## src/rtl/gap_pkg.sv

```systemverilog
package gap_pkg;
  typedef struct packed {
    logic wrEn;
    logic up;
    logic shiftEn;
  } gap_strobe_t;
endpackage

```

## src/rtl/gap_ctrl.sv

```systemverilog
module gap_ctrl
  import gap_pkg::*;
#(
  parameter int CTR_W = 2
) (
  input  logic             clk,
  input  logic             rst_n,
  input  logic             resValid,
  input  logic             resTaken,
  input  logic [CTR_W-1:0] rdCtr,
  output gap_strobe_t      strobe
);
  localparam logic [CTR_W-1:0] CMAX = {CTR_W{1'b1}};

  logic atTop;
  logic atBottom;

  assign atTop    = (rdCtr == CMAX);
  assign atBottom = (rdCtr == '0);

  always_comb begin
    strobe.shiftEn = resValid;
    strobe.up      = resTaken;
    strobe.wrEn    = resValid && (resTaken ? !atTop : !atBottom);
  end

  // nothing moves without a resolve
  a_r5_idle_quiet: assert property (@(posedge clk) disable iff (!rst_n)
    !resValid |-> (!strobe.wrEn && !strobe.shiftEn));
endmodule

```

## src/rtl/gap_datapath.sv

```systemverilog
module gap_datapath
  import gap_pkg::*;
#(
  parameter int HIST_W = 2,
  parameter int IDX_W  = 4,
  parameter int CTR_W  = 2,
  parameter int PC_W   = 16,
  localparam int HW    = (HIST_W > 0) ? HIST_W : 1
) (
  input  logic             clk,
  input  logic             rst_n,
  input  logic [PC_W-1:0]  predPc,
  input  logic             resValid,
  input  logic [PC_W-1:0]  resPc,
  input  logic [HW-1:0]    resHist,
  input  logic             resTaken,
  input  gap_strobe_t      strobe,
  output logic             predBit,
  output logic [HW-1:0]    predHist,
  output logic [CTR_W-1:0] rdCtr
);
  localparam int FW      = HIST_W + IDX_W;
  localparam int ENTRIES = 1 << FW;
  localparam logic [CTR_W-1:0] CMAX  = {CTR_W{1'b1}};
  localparam logic [CTR_W-1:0] CINIT = CTR_W'((1 << (CTR_W - 1)) - 1);
  localparam logic [CTR_W-1:0] CONE  = CTR_W'(1);

  logic [HW-1:0]    histQ;
  logic [FW-1:0]    predFull;
  logic [FW-1:0]    resFull;
  logic [CTR_W-1:0] ctrMem [ENTRIES];
  logic             pcHiUnused;

  assign pcHiUnused = ^{predPc[PC_W-1:IDX_W], resPc[PC_W-1:IDX_W]};

  generate
    if (HIST_W == 0) begin : g_bimodal
      logic histUnused;
      assign histUnused = ^{resHist, resTaken, strobe.shiftEn, resValid};
      assign histQ    = '0;
      assign predFull = predPc[IDX_W-1:0];
      assign resFull  = resPc[IDX_W-1:0];
    end else begin : g_corr
      always_ff @(posedge clk or negedge rst_n) begin
        if (!rst_n)
          histQ <= '0;
        else if (strobe.shiftEn) begin
          if (HIST_W == 1) histQ <= resTaken;
          else             histQ <= {histQ[HW-2:0], resTaken};
        end
      end
      assign predFull = {histQ, predPc[IDX_W-1:0]};
      assign resFull  = {resHist, resPc[IDX_W-1:0]};

      if (HIST_W == 1) begin : g_h1
        a_r5_hist_shift: assert property (@(posedge clk) disable iff (!rst_n)
          resValid |=> (histQ[0] == $past(resTaken)));
      end else begin : g_hn
        a_r5_hist_shift: assert property (@(posedge clk) disable iff (!rst_n)
          resValid |=> (histQ == {$past(histQ[HW-2:0]), $past(resTaken)}));
      end
      a_r5_hist_hold: assert property (@(posedge clk) disable iff (!rst_n)
        !resValid |=> $stable(histQ));
    end
  endgenerate

  always_ff @(posedge clk or negedge rst_n) begin
    if (!rst_n) begin
      for (int i = 0; i < ENTRIES; i++) ctrMem[i] <= CINIT;
    end else if (strobe.wrEn) begin
      ctrMem[resFull] <= strobe.up ? (ctrMem[resFull] + CONE)
                                   : (ctrMem[resFull] - CONE);
    end
  end

  assign rdCtr    = ctrMem[resFull];
  assign predBit  = ctrMem[predFull][CTR_W-1];
  assign predHist = histQ;

  // taken resolve steps up, holding at the top
  a_r3_step_up: assert property (@(posedge clk) disable iff (!rst_n)
    (resValid && resTaken) |=>
      (ctrMem[$past(resFull)] ==
       (($past(rdCtr) == CMAX) ? CMAX : ($past(rdCtr) + CONE))));

  // not-taken resolve steps down, holding at zero
  a_r4_step_down: assert property (@(posedge clk) disable iff (!rst_n)
    (resValid && !resTaken) |=>
      (ctrMem[$past(resFull)] ==
       (($past(rdCtr) == '0) ? '0 : ($past(rdCtr) - CONE))));
endmodule

```

## src/rtl/gap_predictor.sv

```systemverilog
module gap_predictor
  import gap_pkg::*;
#(
  parameter int HIST_W = 2,
  parameter int IDX_W  = 4,
  parameter int CTR_W  = 2,
  parameter int PC_W   = 16,
  localparam int HW    = (HIST_W > 0) ? HIST_W : 1
) (
  input  logic            clk,
  input  logic            rst_n,
  input  logic [PC_W-1:0] predPc,
  output logic            predTaken,
  output logic [HW-1:0]   predHist,
  input  logic            resValid,
  input  logic [PC_W-1:0] resPc,
  input  logic [HW-1:0]   resHist,
  input  logic            resTaken
);
  gap_strobe_t      strobe;
  logic [CTR_W-1:0] rdCtr;

  gap_ctrl #(.CTR_W(CTR_W)) ctrl_i (
    .clk(clk), .rst_n(rst_n), .resValid(resValid), .resTaken(resTaken),
    .rdCtr(rdCtr), .strobe(strobe)
  );

  gap_datapath #(.HIST_W(HIST_W), .IDX_W(IDX_W), .CTR_W(CTR_W), .PC_W(PC_W)) dp_i (
    .clk(clk), .rst_n(rst_n), .predPc(predPc), .resValid(resValid),
    .resPc(resPc), .resHist(resHist), .resTaken(resTaken), .strobe(strobe),
    .predBit(predTaken), .predHist(predHist), .rdCtr(rdCtr)
  );
endmodule

```

## config.mk

```make
export PLATFORM = sky130hd
export DESIGN_NAME = gap_predictor
export DESIGN_NICKNAME = d
export VERILOG_FILES = /design/src/rtl/gap_pkg.sv /design/src/rtl/gap_ctrl.sv /design/src/rtl/gap_datapath.sv /design/src/rtl/gap_predictor.sv
export SDC_FILE = /design/constraint.sdc
export NUM_CORES = 1
export LEC_CHECK = 0
export BUFFER_PORTS_ARGS = -buffer_cell sky130_fd_sc_hd__buf_2
export CAP_MARGIN = 25
export CORE_MARGIN = 4
export CORE_UTILIZATION = 30
export CTS_CLUSTER_DIAMETER = 60
export DETAILED_ROUTE_END_ITERATION = 10
export PLACE_DENSITY_LB_ADDON = 0.25
export REMOVE_ABC_BUFFERS = 1
export SLEW_MARGIN = 10
export SYNTH_ARGS = -nofsm -noshare
export SYNTH_HDL_FRONTEND = slang
export SYNTH_SLANG_ARGS = --single-unit
```

## constraint.sdc

```tcl
create_clock -name clk -period 4.9 [get_ports clk]
set_input_delay 0.98 -clock clk [delete_from_list [all_inputs] [get_ports clk]]
set_output_delay 0.98 -clock clk [all_outputs]
set_load 0.01 [all_outputs]
```

==> metrics.md, run 1 <==
| Metric | Value |
|---|---|
| Status | `completed` |
| Clk sinks | `130` |
| Routed len/inst | `25.0 microns` |
| Least-Margin Pin Slew | `about 860 ps` |
| CTS H-tree depth | `4` |
| Root Buffer | `clkbuf_16` |
| Initial Util | `a little under a third` |
| Worst Setup Start Kind | `primary input` |
| Power per cell area | `391 nW/um^2` |
| Placed Area | `8800 sq um` |
| GR Overflow Total | `0` |
| Avg Cell Area, Syn | `between 10 and 15 sq um` |
| Die Y | `roughly 170 microns` |
| Layout area overhead | `15.6%` |
| Place WS | `438 ps` |
| # nets final | `786` |
| Tcrit/Tclk final | `85.2%` |
| Min-delay worst type | `reg2reg` |
| WS Path Type | `in2out` |
| Hold Crit Start | `dp_i.ctrMem[3]` |
| Hpwl dp | `between 15000 and 20000 microns` |
| Synth top cells by count | `mux2_2 (117), nand3_1 (90), dfrtp_1 (66)` |
| Largest family of logic cells by synthesized area | `multiplexers` |
| Filler instances | `about 2600` |
| Critical path arrival | `roughly 3200 ps` |
| Hold path cells | `1` |
| Crit path required time | `around 3900 ps` |
| Max_cap viols | `0` |
| CP dominant cell by count | `mux4_2` |
| Largest stage delay, worst path | `slightly above 600 ps` |
| Main synth FF type | `dfrtp_1` |
| CP Cell Sequence | `buf_2 -> buf_4 -> mux4_2 -> mux4_2 -> mux4_2 -> buf_2` |
| Number of global-route vias before repair | `approximately 6500` |
| Post-Synth XOR/XNOR Area | `less than 1%` |
| Final slew viol count | `0` |
| Routed WL | `about 28000 microns` |
| RSZ-0062 raised after global routing | `false` |
| Share of the synthesized area in the top cell type | `about 21%` |
| Setup ws final | `approximately 730 ps` |
| Die ar. | `between 20000 and 30000 sq um` |
| Via count | `6656` |
| Cell family with most CP delay | `multiplexers` |
| Max clock buf depth | `2` |
| First drt pass iteration count | `5` |
| CORE AREA | `26800 sq um` |
| Core Util, Final | `about a third` |
| Async set-reset flop share out of synthesis | `100%` |
| Worst hold slack | `511 ps` |
| Worst path bufs/invs | `3` |
| Fraction of synthesized area in multiplexers | `between 20% and 30%` |
| Synth Area in Compound Gates | `about an eighth` |
| Hold_buf cts | `0` |
| Routed Antenna Nets | `0` |
| Post-synthesis cell count | `approximately 740` |
| Max IR drop VDD | `roughly 0.00023 V` |
| Rel. slew slack | `42.6%` |
| Worst r2r src | `dp_i.ctrMem[56]` |
| Post-route minimum period | `between 4000 and 5000 ps` |
| Inserted Clock Buffers | `17` |
| Clock skew | `about 8 ps` |
| Row cnt | `60` |
| Worst reg2reg endpoint | `dp_i.ctrMem[79]` |
| Worst R2R Path Depth | `9` |
| Final setup violation count | `0` |
| Post-CTS Resized | `0` |
| Crit path max-delay cell type | `mux4_2` |
| Fmax | `~0.24 GHz` |
| Boundary pin count | `just over 40` |
| All-layer global routing usage | `18.4%` |
| Register area share after synthesis | `between 40% and 50%` |
| Number of distinct library cells after synthesis | `57` |
| Detailed router's first-iteration violation count | `862` |
| Ranking of synthesized cells by area | `dfstp_2 (21%), dfrtp_1 (20%), mux2_2 (16%), mux4_2 (8.0%), nand3_1 (5.5%)` |
| Post-CTS Setup Inserts | `0` |
| Post-Synth Adder-Cell Area | `0%` |
| Hold path endpoint | `dp_i.ctrMem[3]` |
| Share of layout cells above drive strength 1 | `roughly two fifths` |
| Pin count of the biggest net entering global routing | `68` |
| First-pass GRT wire length | `between 40000 and 50000 microns` |
| CTS tree | `done` |
| Die width | `roughly 170 microns` |
| FF-to-FF setup slack | `1710 ps` |
| RePlAce Congestion | `roughly 0.93` |
| DRC | `0` |
| Design Power | `between 0.003 and 0.004 W` |
| Post-synthesis register bit count | `130` |
| Crit end category | `output pin` |
| Worst-path clk slew | `about 60 ps` |
| Initial antenna violation count | `2` |
| Finished Cell Area | `9410 sq um` |
| Worst-Skew Late Latency | `around 430 ps` |
| Average via count per standard cell | `between 6 and 7` |
| Simple-gate share of the synthesized area | `14.8%` |
| Critical Path Fanout Max | `16` |
| Final hold violations | `0` |
| Post-synth EDFFs | `0` |
| Leak | `3.61 nW` |
| Largest area contributor in the netlist | `dfstp_2` |
| Synthesis Warnings | `0` |
| Port bufs | `16` |
| Netlist Area Pre-Place | `8140 sq um` |
| Most frequent cell after synthesis | `mux2_2` |
## report_power, final
| group | switching [W] | total (W) | leakage [nW] | internal, W |
|---|---|---|---|---|
| Clock | 0.000506 | 0.00134 | 0.293 | 0.000839 |
| Combinational | 0.000450 | 0.000833 | 1.76 | 0.000383 |
| Sequential | 0.000138 | 0.00150 | 1.55 | 0.00137 |
| Total | 0.00109 | 0.00368 | 3.61 | 0.00259 |
## stage by stage
step / setup TNS [ps] / std cells
after floorplan: -534 / 663
after global placement: 0 / 1070
after detailed placement: 0 / 1070
after CTS: 0 / 1102
after global routing: 0 / 1103
final: 0 / 1103
## cells by family after synthesis
group | count (synthesis)
AO/OA/AOI/OAI | 132
XOR/XNOR | 2
buffers and inverters | 83
flip-flops | 130
multiplexers | 175
AND/OR/NAND/NOR | 220
## how the worst max path moves through the flow
stage,cells past startpoint,slack [ps],start,end
after CTS,6,700,predPc[0],predTaken
after global routing,11,660,resPc[1],dp_i.ctrMem[89]
final,6,730,predPc[0],predTaken
after floorplan,8,-90,resPc[3],dp_i.ctrMem[109]
after global placement,10,440,resPc[1],dp_i.ctrMem[79]
after detailed placement,10,440,resPc[1],dp_i.ctrMem[89]
## cell usage in the layout (no fill, tap or decap), types with 6 or more instances in the layout
| cell | instances |
|---|---|
| mux2_2 | 117 |
| dfrtp_1 | 66 |
| nor2_1 | 11 |
| a22oi_1 | 14 |
| dfstp_2 | 64 |
| o22ai_1 | 55 |
| mux2i_1 | 10 |
| a221oi_1 | 11 |
| buf_2 | 15 |
| nand2b_1 | 6 |
| or3_1 | 46 |
| buf_4 | 45 |
| clkbuf_16 | 17 |
| o22a_1 | 12 |
| o21ai_0 | 6 |
| nor2b_1 | 7 |
| nand3_1 | 90 |
| mux4_2 | 29 |
| nor3_1 | 10 |
| mux2_1 | 19 |
| nand2_1 | 23 |
| buf_12 | 6 |
## sequential cells by signal, summed over array words and instances, names as in the netlist
signal / count
dp_i.predHist: 2
dp_i.ctrMem: 128
## cell type report
type / instances / area [sq um] / share of cell area [%]
Timing Repair Buffer: 66 / 533 / 5.66
Multi-Input combinational cell: 529 / 4500 / 47.8
Clock inverter: 9 / 129 / 1.37
Sequential cell: 130 / 3330 / 35.4
Clock buffer: 23 / 478 / 5.08
Antenna cell: 1 / 2.50 / 0.0266
Inverter: 4 / 15.0 / 0.160
Tap cell: 341 / 427 / 4.53
## routing by layer
metal	wire length (microns)	part of all wire [%]	vias to the layer above	GRT usage, %
li1	-	-	2889	-
met1	12100	44	3410	26.3
met2	12700	46	305	28.3
met3	1940	7.1	52	2.93
met4	821	3.0	0	6.58
met5	0	0	-	0
Power figures use the tool's default switching activity.
==> inputs of run 2 (changes only) <==
--- a/config.mk
+++ b/config.mk
@@ -9,6 +9,7 @@
 export CAP_MARGIN = 25
 export CORE_MARGIN = 4
 export CORE_UTILIZATION = 30
+export CTS_BUF_LIST = sky130_fd_sc_hd__clkbuf_4 sky130_fd_sc_hd__clkbuf_8
 export CTS_CLUSTER_DIAMETER = 60
 export DETAILED_ROUTE_END_ITERATION = 10
 export PLACE_DENSITY_LB_ADDON = 0.25
==> constraint.sdc (replaced) <==
create_clock -name clk -period 3.6 [get_ports clk]
set_input_delay 0.72 -clock clk [delete_from_list [all_inputs] [get_ports clk]]
set_output_delay 0.72 -clock clk [all_outputs]
set_load 0.01 [all_outputs]
==> run 2 against run 1 <==
  * Sequential cell count stayed put
  * Clock-buffer cell count fell by 6
  * Clock skew increased by 13 ps
  * Clock power barely moved
  * Register-to-register slack worse by 1200 ps
  * Setup slack lost 590 ps
  * Sequential share of layout area down 1.5 points
  * Combinational power rose by 45%
  * Critical endpoint unchanged
  * Largest cell class unchanged
  * Largest power group unchanged
==> metrics.md, run 2 (synthesis gave the netlist of run 1 again) <==
| Metric | Value |
|---|---|
| # nets final | `856 (+8.9%)` |
| Worst path bufs/invs | `3 (unchanged)` |
| DRC | `0 (unchanged)` |
| Power per cell area | `469 nW/um^2 (+20%)` |
| Design Power | `0.00461 W (+25%)` |
| Average via count per standard cell | `5.74 (-4.8%)` |
| Pin count of the biggest net entering global routing | `131 (+93%)` |
| Most frequent cells in the layout | `mux2_2 (117), buf_4 (107), nand3_1 (90)` |
| Via count | `6732 (+1.1%)` |
| Detailed router's first-iteration violation count | `689 (-20%)` |
| Worst reg2reg endpoint | `dp_i.ctrMem[79]` |
| Hold_buf cts | `0 (unchanged)` |
| Post-route minimum period | `roughly 3500 ps` |
| Share of layout cells above drive strength 1 | `46.9% (+5.3 points)` |
| Final hold violations | `0 (unchanged)` |
| Min-delay worst type | `in2async` |
| Worst hold slack | `335 ps (-175 ps)` |
| Largest Register | `dp_i.ctrMem` |
| Worst-Skew Late Latency | `490 ps (+60 ps)` |
| Critical Path Fanout Max | `8 (-8)` |
| Uppermost layer routed | `met4` |
| Clk sinks | `130 (unchanged)` |
| WS Path Type | `in2out` |
| CTS tree | `done` |
| Post-CTS Resized | `0 (unchanged)` |
| First-pass GRT wire length | `42800 microns (+1.4%)` |
| Worst Setup Start Kind | `primary input` |
| RePlAce Congestion | `0.901 (-2.7%)` |
| Initial antenna violation count | `0 (-2)` |
| Die Y | `173 microns (unchanged)` |
| Crit path required time | `2880 ps (-1040 ps)` |
| Final TNS setup | `0 ps (unchanged)` |
| Inserted Clock Buffers | `17 (unchanged)` |
| Max_cap viols | `0 (unchanged)` |
| Layout area overhead | `20.8%` |
| Routed WL | `27800 microns (+0.82%)` |
| Clock skew | `21.2 ps (+13.2 ps)` |
| Crit path max-delay cell type | `mux4_2` |
| Hpwl dp | `19600 microns (+6.2%)` |
| GR Overflow Total | `0 (unchanged)` |
| All-layer global routing usage | `18.6% (+0.26 points)` |
| Cell family with most CP delay | `multiplexers` |
| Routed Antenna Nets | `0 (unchanged)` |
| Critical path arrival | `2740 ps (-450 ps)` |
| First drt pass iteration count | `6 (+1)` |
| CTS H-tree depth | `4 (unchanged)` |
| Fmax | `0.289 GHz` |
| FF-to-FF setup slack | `510 ps (-1200 ps)` |
| Largest stage delay, worst path | `560 ps (-60 ps)` |
| Max clock buf depth | `2 (unchanged)` |
| Met3 wire len | `1740 microns (-10%)` |
| Number of diodes | `0 (-1)` |
| Max reg flops | `128 (unchanged)` |
| Number of global-route vias before repair | `6663 (+1.9%)` |
| Commonest non-fill, non-tap cell in the layout | `mux2_2` |
| Row cnt | `60 (unchanged)` |
| Leak | `3.89 nW (+7.9%)` |
| Least-Margin Pin Slew | `698 ps (-163 ps)` |
| CORE AREA | `26800 sq um (unchanged)` |
| Metal1 wirelength | `12400 microns (+2.8%)` |
| Worst-path clk slew | `90 ps (+30 ps)` |
| Crit end category | `output pin` |
| Worst r2r src | `dp_i.ctrMem[81]` |
| Status | `completed` |
| Die ar. | `29800 sq um (unchanged)` |
| Max IR drop VDD | `0.000260 V (+13%)` |
| Worst R2R Path Depth | `11 (+2)` |
| WL met2 | `13100 microns (+3.2%)` |
| Final setup violation count | `0 (unchanged)` |
| Routed len/inst | `23.7 microns (-5.1%)` |
| Die width | `173 microns (unchanged)` |
| Rel. slew slack | `53.4% (+11 points)` |
| Port bufs | `16 (unchanged)` |
| Post-CTS Setup Inserts | `0 (unchanged)` |
| CP Cell Sequence | `buf_2 -> buf_12 -> mux4_2 -> mux4_2 -> mux4_2 -> buf_2` |
| Boundary pin count | `41 (unchanged)` |
| Root Buffer | `clkbuf_8` |
| Initial Util | `30.4% (unchanged)` |
| Tcrit/Tclk final | `between 90% and 100%` |
| CP dominant cell by count | `mux4_2` |
| Final slew viol count | `0 (unchanged)` |
| RSZ-0062 raised after global routing | `false` |
==> run 2: layout make-up <==
cell class | count | area, sq um
multi-input combinational | 529 | 4500
clock buffer | 17 | 234
fill | 2619 | 17000
clock inverter | 15 | 171
timing repair buffer | 136 | 1160
tap | 341 | 427
sequential | 130 | 3330
inverter | 4 | 15.0
==> run 2: stage by stage <==
stage               cell area, sq um  instances  setup slack [ps]  utilization [%]
finish                          9830       1172               140             36.7
global route                    9830       1172               119             36.7
CTS                             9830       1172               131             36.7
global placement                9430       1140              -204             35.2
floorplan                       7820        663             -1130                -
detailed placement              9430       1140              -193             35.2
==> run 2: report_power, final <==
part	switching, W	total [W]	internal (W)
clock network	0.000706	0.00134	0.000634
registers	0.000201	0.00206	0.00186
logic	0.000633	0.00121	0.000581
total	0.00154	0.00461	0.00307
==> run 2: worst max path at each step <==
stage | from | end | cells after the start
final | predPc[0] | predTaken | 6
after global routing | predPc[0] | predTaken | 6
after CTS | predPc[0] | predTaken | 6
after detailed placement | resPc[1] | dp_i.ctrMem[79] | 12
after global placement | resPc[1] | dp_i.ctrMem[79] | 12
after floorplan | resPc[3] | dp_i.ctrMem[109] | 8
==> run 2: metal layers <==
metal	GRT usage, %	up-vias
met5	0	-
met4	4.69	0
met3	4.18	41
met2	29.9	240
met1	25.7	3437
li1	-	3014
